$ cat src/rtl/uart_tx_flow.sv
module uart_tx_flow #(
  parameter int DEPTH = 4
) (
  input  logic       clk,
  input  logic       rst_n,
  input  logic       tick,
  input  logic       x1_mode,
  input  logic [1:0] char_len,
  input  logic       par_en,
  input  logic       par_odd,
  input  logic [3:0] stop_sel,
  input  logic       wr_en,
  input  logic [7:0] wr_data,
  output logic       fifo_full,
  input  logic       en_set,
  input  logic       en_clr,
  input  logic       cts_gate,
  input  logic       cts_n,
  input  logic       rts_auto,
  input  logic       rts_set,
  input  logic       rts_clr,
  output logic       rts_n,
  output logic       txd
);
  localparam int AW = (DEPTH > 1) ? $clog2(DEPTH) : 1;

  typedef enum logic [2:0] {S_IDLE, S_START, S_DATA, S_PAR, S_STOP} st_t;
  st_t st;

  logic [7:0]  mem [DEPTH];
  logic [AW-1:0] wp, rp;
  logic [AW:0] cnt;
  logic [5:0]  tcnt, stop_last;
  logic [2:0]  bidx;
  logic [7:0]  sh;
  logic        par, tx_en, rts_q, rel_done;
  logic [3:0]  rel_cnt;

  wire empty  = (cnt == '0);
  assign fifo_full = (cnt == (AW+1)'(DEPTH));
  wire push   = wr_en && !fifo_full;
  wire cts_ok = !cts_gate || !cts_n;

  wire [5:0] bit_last = x1_mode ? 6'd0 : 6'd15;
  wire [3:0] rel_last = x1_mode ? 4'd0 : 4'd15;
  wire [2:0] nb_last  = 3'd4 + {1'b0, char_len};
  wire [7:0] mask     = 8'hFF >> (2'd3 - char_len);
  wire [7:0] head     = mem[rp];

  always_comb begin
    if (x1_mode)                          stop_last = {5'd0, stop_sel[3]};
    else if (char_len == 2'd0 || stop_sel[3]) stop_last = 6'd16 + {2'b0, stop_sel};
    else                                  stop_last = 6'd8 + {2'b0, stop_sel};
  end

  wire [5:0] cur_last = (st == S_STOP) ? stop_last : bit_last;
  wire launch = tick && !empty && cts_ok &&
                (st == S_IDLE || (st == S_STOP && tcnt == stop_last));

  assign txd = (st == S_START) ? 1'b0 :
               (st == S_DATA)  ? sh[0] :
               (st == S_PAR)   ? par : 1'b1;

  always_ff @(posedge clk) if (push) mem[wp] <= wr_data;

  always_ff @(posedge clk or negedge rst_n) begin
    if (!rst_n) begin
      wp <= '0; rp <= '0; cnt <= '0;
    end else begin
      if (push)   wp <= (wp == AW'(DEPTH-1)) ? '0 : wp + 1'b1;
      if (launch) rp <= (rp == AW'(DEPTH-1)) ? '0 : rp + 1'b1;
      if (push && !launch)      cnt <= cnt + 1'b1;
      else if (!push && launch) cnt <= cnt - 1'b1;
    end
  end

  always_ff @(posedge clk or negedge rst_n) begin
    if (!rst_n) begin
      st <= S_IDLE; tcnt <= '0; bidx <= '0; sh <= '0; par <= 1'b0;
    end else if (launch) begin
      st <= S_START; tcnt <= '0; sh <= head;
      par <= (^(head & mask)) ^ par_odd;
    end else if (tick && st != S_IDLE) begin
      if (tcnt != cur_last) tcnt <= tcnt + 6'd1;
      else begin
        tcnt <= '0;
        case (st)
          S_START: begin st <= S_DATA; bidx <= '0; end
          S_DATA: begin
            sh <= sh >> 1;
            bidx <= bidx + 3'd1;
            if (bidx == nb_last) st <= par_en ? S_PAR : S_STOP;
          end
          S_PAR:   st <= S_STOP;
          default: st <= S_IDLE;
        endcase
      end
    end
  end

  wire rel_base = rts_auto && !tx_en && st == S_IDLE && empty;
  wire rel_hit  = rel_base && !rel_done && tick && rel_cnt == rel_last;
  wire rel_fire = rel_hit && !push && !en_set;

  always_ff @(posedge clk or negedge rst_n) begin
    if (!rst_n) begin
      tx_en <= 1'b0; rts_q <= 1'b0; rel_done <= 1'b0; rel_cnt <= '0;
    end else begin
      if (en_set)      tx_en <= 1'b1;
      else if (en_clr) tx_en <= 1'b0;
      if (rts_set)                rts_q <= 1'b1;
      else if (rts_clr || rel_fire) rts_q <= 1'b0;
      if (!rel_base) begin
        rel_cnt <= '0; rel_done <= 1'b0;
      end else if (rel_hit) begin
        rel_cnt <= '0; rel_done <= 1'b1;
      end else if (tick && !rel_done) rel_cnt <= rel_cnt + 4'd1;
    end
  end

  assign rts_n = ~rts_q;

  assert_no_overflow_R9: assert property (@(posedge clk) disable iff (!rst_n)
    cnt <= (AW+1)'(DEPTH));
  assert_cts_hold_R7: assert property (@(posedge clk) disable iff (!rst_n)
    (st == S_IDLE && cts_gate && cts_n) |=> st == S_IDLE);
  assert_start_next_R2: assert property (@(posedge clk) disable iff (!rst_n)
    (st == S_START) |=> (st == S_START || st == S_DATA));
  assert_rts_rise_R10: assert property (@(posedge clk) disable iff (!rst_n)
    $rose(rts_q) |-> $past(rts_set));
  assert_release_cause_R11: assert property (@(posedge clk) disable iff (!rst_n)
    ($fell(rts_q) && !$past(rts_clr)) |-> $past(rts_auto && !tx_en && empty && st == S_IDLE));
  assert_cancel_R12: assert property (@(posedge clk) disable iff (!rst_n)
    (push && !rts_clr) |=> !$fell(rts_q));
endmodule

$ cat config.mk
export PLATFORM = sky130hd
export DESIGN_NAME = uart_tx_flow
export DESIGN_NICKNAME = d
export VERILOG_FILES = /design/src/rtl/uart_tx_flow.sv
export SDC_FILE = /design/constraint.sdc
export NUM_CORES = 1
export LEC_CHECK = 0
export BUFFER_PORTS_ARGS = -buffer_cell sky130_fd_sc_hd__buf_2
export CELL_PAD_IN_SITES_DETAIL_PLACEMENT = 0
export CELL_PAD_IN_SITES_GLOBAL_PLACEMENT = 2
export CORE_MARGIN = 5
export CORE_UTILIZATION = 41
export DETAILED_ROUTE_END_ITERATION = 12
export GPL_ROUTABILITY_DRIVEN = 0
export GPL_TIMING_DRIVEN = 0
export HOLD_SLACK_MARGIN = 0.05
export MAX_ROUTING_LAYER = met4
export PLACE_DENSITY = 0.8
export REMOVE_ABC_BUFFERS = 1
export SYNTH_ARGS = -nofsm -noshare
export SYNTH_HDL_FRONTEND = slang
export SYNTH_SLANG_ARGS = --single-unit
$ cat constraint.sdc
create_clock -name clk -period 3.7 [get_ports clk]
set_input_delay 0.185 -clock clk [delete_from_list [all_inputs] [get_ports clk]]
set_output_delay 0.185 -clock clk [all_outputs]
set_load 0.05 [all_outputs]
### Word level (Yosys, flattened, before mapping)

Memory sizes are Yosys's and may differ from the RTL's.
Cells that the tools add are included.

| word-level totals | value |
|---|---|
| RAM bits | 32 |
| input bits | 28 |
| flip-flop bits (word level) | 35 |
| output and inout port bits | 3 |
| memories | 1 |
| latch bits | 0 |
| ROM bits | 0 |
| logic and storage cells | 126 |

Memories:

| name | depth | width | rd ports | clocked after memory_dff | wr ports | line | text |
|---|---|---|---|---|---|---|---|
| mem | 4 | 8 | 1 | 0 | 1 | 30 | `logic [7:0] mem [DEPTH];` |

| operators by class | value |
|---|---|
| multiply operators | 0 |
| bitwise operators | 5 |
| shifts and indexed selects | 1 |
| equality and inequality tests | 15 |
| muxes and demuxes | 37 |
| div/mod/pow operators | 0 |
| add/subtract/negate cells | 11 |
| magnitude comparators | 0 |
| reduce and logical (&&, ||, !) cells | 44 |

Operators with widths:

| cell | count |
|---|---|
| 6-bit 2-to-1 mux | 6 |
| 8-bit 2-to-1 mux | 4 |
| 3-bit 2-to-1 mux | 7 |
| 4-bit 2-to-1 mux | 5 |
| 1-bit logical AND | 17 |
| 2-bit nonzero test | 6 |
| 1-bit 2-to-1 mux | 11 |
| 1-bit zero test | 9 |
| 3-bit case mux with 3 select lines | 1 |
| 8-bit bitwise AND | 1 |
| 8-bit XOR reduction | 1 |
| 8-bit by 2-bit right shift with 8-bit output (first input constant) | 1 |
| 3-bit by 1-bit adder with 3-bit output (second input constant) | 2 |
| 5-bit by 4-bit adder with 6-bit output (first input constant) | 1 |
| 6-bit by 1-bit adder with 6-bit output (second input constant) | 1 |
| 3-bit by 2-bit == test with 1-bit output (second input constant) | 2 |
| 3-bit == test (second input constant) | 2 |
| 6-bit == test | 1 |
| 3-bit zero test | 2 |
| 6-bit != test | 1 |
| 3-bit case mux with 2 select lines | 1 |
| 3-bit AND reduction | 2 |
| 4-bit by 4-bit adder with 5-bit output (first input constant) | 1 |
| 2-bit by 1-bit adder with 2-bit output (second input constant) | 2 |
| other kinds (19) | 26 |

### Depth between registers and ports, before layout

| logic depth | value |
|---|---|
| depth after elaboration | 12 |
| depth in mapped cells | 14 |
| mapped depth without buffers | 11 |

### Least setup slack after synthesis

No wires, ideal clock.

| timing path | value |
|---|---|
| path type | reg2reg |
| start | reg cnt[0] |
| end | reg cnt[1] |
| required time | 3.575 ns |
| path buffers | 1 |
| period minus slack after synthesis | 3.004 ns |
| cell stages (with the launch flop) | 8 |
| setup time | 0.125 ns |
| data arrival time | 2.879 ns |
| setup slack | 0.696 ns |
| cells stage by stage | dfrtp_1 nor3b_1 nor2b_1 clkbuf_1 ha_1 inv_1 fa_1 mux2_2 |

| on the way | value |
|---|---|
| elaborated cells on any way between the ends | 17 |
| classes of those cells | add/sub (2); eq/ne (1); mux (2); reduce/logical (12) |

RTL lines:

| item | line | text |
|---|---|---|
| start, declared | 32 | `logic [AW:0] cnt;` |
| start signal, assigned | 72 | `if (push && !launch) cnt <= cnt + 1'b1;` |
| start signal, assigned | 73 | `else if (!push && launch) cnt <= cnt - 1'b1;` |
| 3-bit == test (*) | 40 | `assign fifo_full = (cnt == (AW+1)'(DEPTH));` |
| net fifo_full | 14 | `output logic fifo_full,` |
| 1-bit zero test (*) | 41 | `wire push = wr_en && !fifo_full;` |
| 1-bit logical AND (*) | 41 |  |
| net push | 41 |  |
| 1-bit zero test | 73 |  |
| 1-bit logical AND | 73 |  |
| 2-bit nonzero test (no source line) | - |  |

Mark *: on every way through the listed nets, which the timed path passes. The rest lies on a longest branch. The select of a mux whose other input is x is not followed.
A chain may end at the register's enable or synchronous reset.

### Worst setup path after layout

| timing path | value |
|---|---|
| start | reg tcnt[3] |
| end | reg cnt[2] |

| on the way | value |
|---|---|
| cells in the longest elaborated chain, start to end | 7 |
| elaborated cells on any way between the ends | 9 |
| classes of those cells | eq/ne (1); mux (1); reduce/logical (7) |

RTL lines:

| item | line | text |
|---|---|---|
| start, declared | 33 | `logic [5:0] tcnt, stop_last;` |
| start signal, assigned | 84 | `if (tcnt != cur_last) tcnt <= tcnt + 6'd1;` |
| 6-bit == test (*) | 58 | `(st == S_IDLE \|\| (st == S_STOP && tcnt == stop_last));` |
| 1-bit logical AND (*) | 58 |  |
| 1-bit logical OR (*) | 58 |  |
| 1-bit logical AND (*) | 57 | `wire launch = tick && !empty && cts_ok &&` |
| 1-bit zero test | 72 |  |
| 1-bit logical AND | 72 |  |
| 3-bit 2-to-1 mux / 2-bit nonzero test (equally long branches) | - |  |

Every way passes the cells marked *; elsewhere a longest branch is shown, timed or not.

==> flow_metrics.env <==
export IMPL_outcome="finished, final reports clean"
export IMPL_crit_fanout=17
export IMPL_top_usage_layer="met2"
export IMPL_gr_total_overflow=0
export IMPL_postCtsResizedCells=0
export IMPL_clk_pin_slew_ns=0.08
export IMPL_dr_first_iter_drc_count=56
export IMPL_yosysUniqueCellTypes=63
export IMPL_coreArea_um2=8180
export IMPL_syn_avg_cell_area_um2=12.2
export IMPL_final_common_cell="dfrtp_1"
export IMPL_diodes=0
export IMPL_max_freq_mhz=317
export IMPL_syn_cell_area_um2=3430
export IMPL_ys_seq_area_share_pct=53.5
export IMPL_fin_nets=358
export IMPL_viasPerCell=5.25
export IMPL_die_area_um2=10300
export IMPL_die_y_um=102
export IMPL_synth_edf_count=32
export IMPL_synth_top_area_share_pct=28.0
export IMPL_most_common_layout_cells="dfrtp_1 (35), edfxtp_1 (32), buf_2 (30), nand2_1 (20), inv_1 (16)"
export IMPL_numCtsBuffers=9
export IMPL_avgRoutedWirePerCell_um=15.6
export IMPL_synth_area_leaders="edfxtp_1 (28%), dfrtp_1 (26%), mux4_2 (5.2%)"
export IMPL_drcViolationCount=0
export IMPL_ant_nets=0
export IMPL_setup_slack_ns=0.547
export IMPL_clock_root_buffer="clkbuf_8"
export IMPL_hold_violations=0
export IMPL_grt_util_met3_pct=3.65
export IMPL_clk_latency_ns=0.35
export IMPL_port_buffer_count=30
export IMPL_synthArstFlopShare_pct=52.2
export IMPL_track_usage_pct=14.7
export IMPL_leakage_nw=1.59
export IMPL_ys_warnings_count=0
export IMPL_pwr_density_cell_nw_per_um2=736
export IMPL_fin_tns_setup_ns=0
export IMPL_hold_class="input pin to flop"
export IMPL_cap_violations=0
export IMPL_antenna_found_initial=0
export IMPL_final_fill_count=758
export IMPL_fin_skew_ns=0.00869
export IMPL_slew_viol_final=0
export IMPL_crit_required_ns=3.97
export IMPL_synth_flop_cell="dfrtp_1"
export IMPL_netlist_instances=281
export IMPL_start_util_pct=42.0
export IMPL_slew_headroom_pct=44.6
export IMPL_postRouteWirelength_mm=6.72
export IMPL_io_pins=31
export IMPL_pre_cts_slack_ns=0.562
export IMPL_post_route_cells_drive_above_1_share_pct=23.1
export IMPL_crit_path_end_kind="flop"
export IMPL_vias=2259
export IMPL_ys_ff_latch=67
export IMPL_syn_to_final_growth_pct=14.9
export IMPL_rows=33
export IMPL_clkSinkCount=67
export IMPL_grt_start_max_net_pins=36
export IMPL_vdd_drop_max_mv=0.314
export IMPL_grt_first_pass_wirelength_mm=11.2
export IMPL_setup_viol_count_final=0
export IMPL_hold_slack_ns=0.105
export IMPL_die_w_um=102
export IMPL_dpl_hpwl_mm=4.67
export IMPL_h_tree_depth=3
export IMPL_path_class="flop to flop"
export IMPL_start_kind="flop"
export IMPL_yosysTopAreaCell="edfxtp_1"
export IMPL_cts_tree="done"
export IMPL_critPathArrivalTime_ns=3.43
export IMPL_clockBufferDepth=2
export IMPL_drt_first_pass_iters=4
export IMPL_grt_pass1_vias=2256
export IMPL_use_met2_pct=22.6
export IMPL_rsz0062_at_grt="no"
export IMPL_worst_pin_slew_ns=0.830
export IMPL_min_period_over_period_pct=85.2
export IMPL_use_met1_pct=19.0
export IMPL_min_period_ns=3.15
==> worst max-delay path: stages (launching register included) <==
cell and delay [ns]:
dfrtp_1 0.52, nand2b_1 0.15, o22ai_1 0.07, a211o_1 0.29
a41oi_1 0.29, or2_1 0.59, ha_1 0.31, inv_1 0.06
fa_1 0.37, xor2_1 0.17, nor2_1 0.11, xor2_1 0.15
==> synth_stat cells, types with 3 or more instances <==
cell,n
and2_1,6
nor3_1,10
o22ai_1,3
clkbuf_1,5
dfrtp_1,35
xor2_1,3
nand3_1,7
o21ai_1,3
o21ai_0,14
a22o_1,3
a21oi_1,7
o21a_1,7
xnor2_1,12
inv_1,16
nand2b_1,5
edfxtp_1,32
o22a_1,7
mux2_2,3
nor2_1,11
buf_6,4
ha_1,9
mux4_2,8
nand2_1,20
==> routing by layer <==
metal | share of wire (%) | vias to the layer above
li1 | - | 1110
met1 | 48 | 1106
met2 | 47 | 36
met3 | 4.6 | 7
met4 | 1.2 | 0
met5 | 0 | -
==> through the flow <==
stage               power [mW]  std cells  util [%]  instance area, um^2
floorplan                 2.03        268         -                 3340
global placement          2.27        403      44.4                 3630
detailed placement        2.29        403      44.4                 3630
CTS                       2.95        430      48.2                 3940
global route              3.12        430      48.2                 3940
finish                    2.90        430      48.2                 3940
==> cell type report <==
cell class | count | area, um^2 | share of cell area, %
inverters | 16 | 60.1 | 1.52
well taps | 105 | 131 | 3.33
multi-input cells | 185 | 1450 | 36.7
clock buffers | 9 | 124 | 3.14
flip-flops and latches | 67 | 1840 | 46.6
clock inverters | 7 | 83.8 | 2.13
repair buffers | 41 | 260 | 6.60
==> final timing paths <==
path	startpoint	endpoint	slack, ns	cells after the start
hold reg to reg	tx_en	tx_en	0.48	1
max in group asynchronous	rst_n	wp[0]	2.70	2
hold / removal	en_clr	tx_en	0.10	3
setup / recovery	tcnt[3]	cnt[2]	0.55	11
min in group asynchronous	rst_n	bidx[0]	0.47	2
setup reg to reg	tcnt[3]	cnt[2]	0.55	11
==> state kept, by name, indices dropped and copies added (netlist names) <==
register	count
bidx	3
cnt	3
mem	32
par	1
rel_cnt	4
rel_done	1
rp	2
rts_q	1
sh	8
st	3
tcnt	6
tx_en	1
wp	2
==> cell families (layout without fill, tap and decap cells) <==
logic type,after synthesis,in the layout,synth area share (%)
DFF,67,67,53.5
muxes,14,14,7.25
buffers and inverters,29,73,4.34
AOI/OAI and AO/OA,64,64,14.1
and+or+nand+nor,82,82,13.2
adders and majority gates,10,10,3.86
xor gates and xnor gates,15,15,3.83
==> report_power, final <==
part / internal, mW / switching (mW)
combinational: 0.524 / 0.522
clock: 0.323 / 0.314
sequential: 0.999 / 0.221
==> repair_timing <==
action,in CTS,in global routing
setup endpoints to repair,0,0
hold buffers,11,0
endpoints found under the hold margin,66,0
setup buffers,0,0
(Power assumes the default switching activity.)
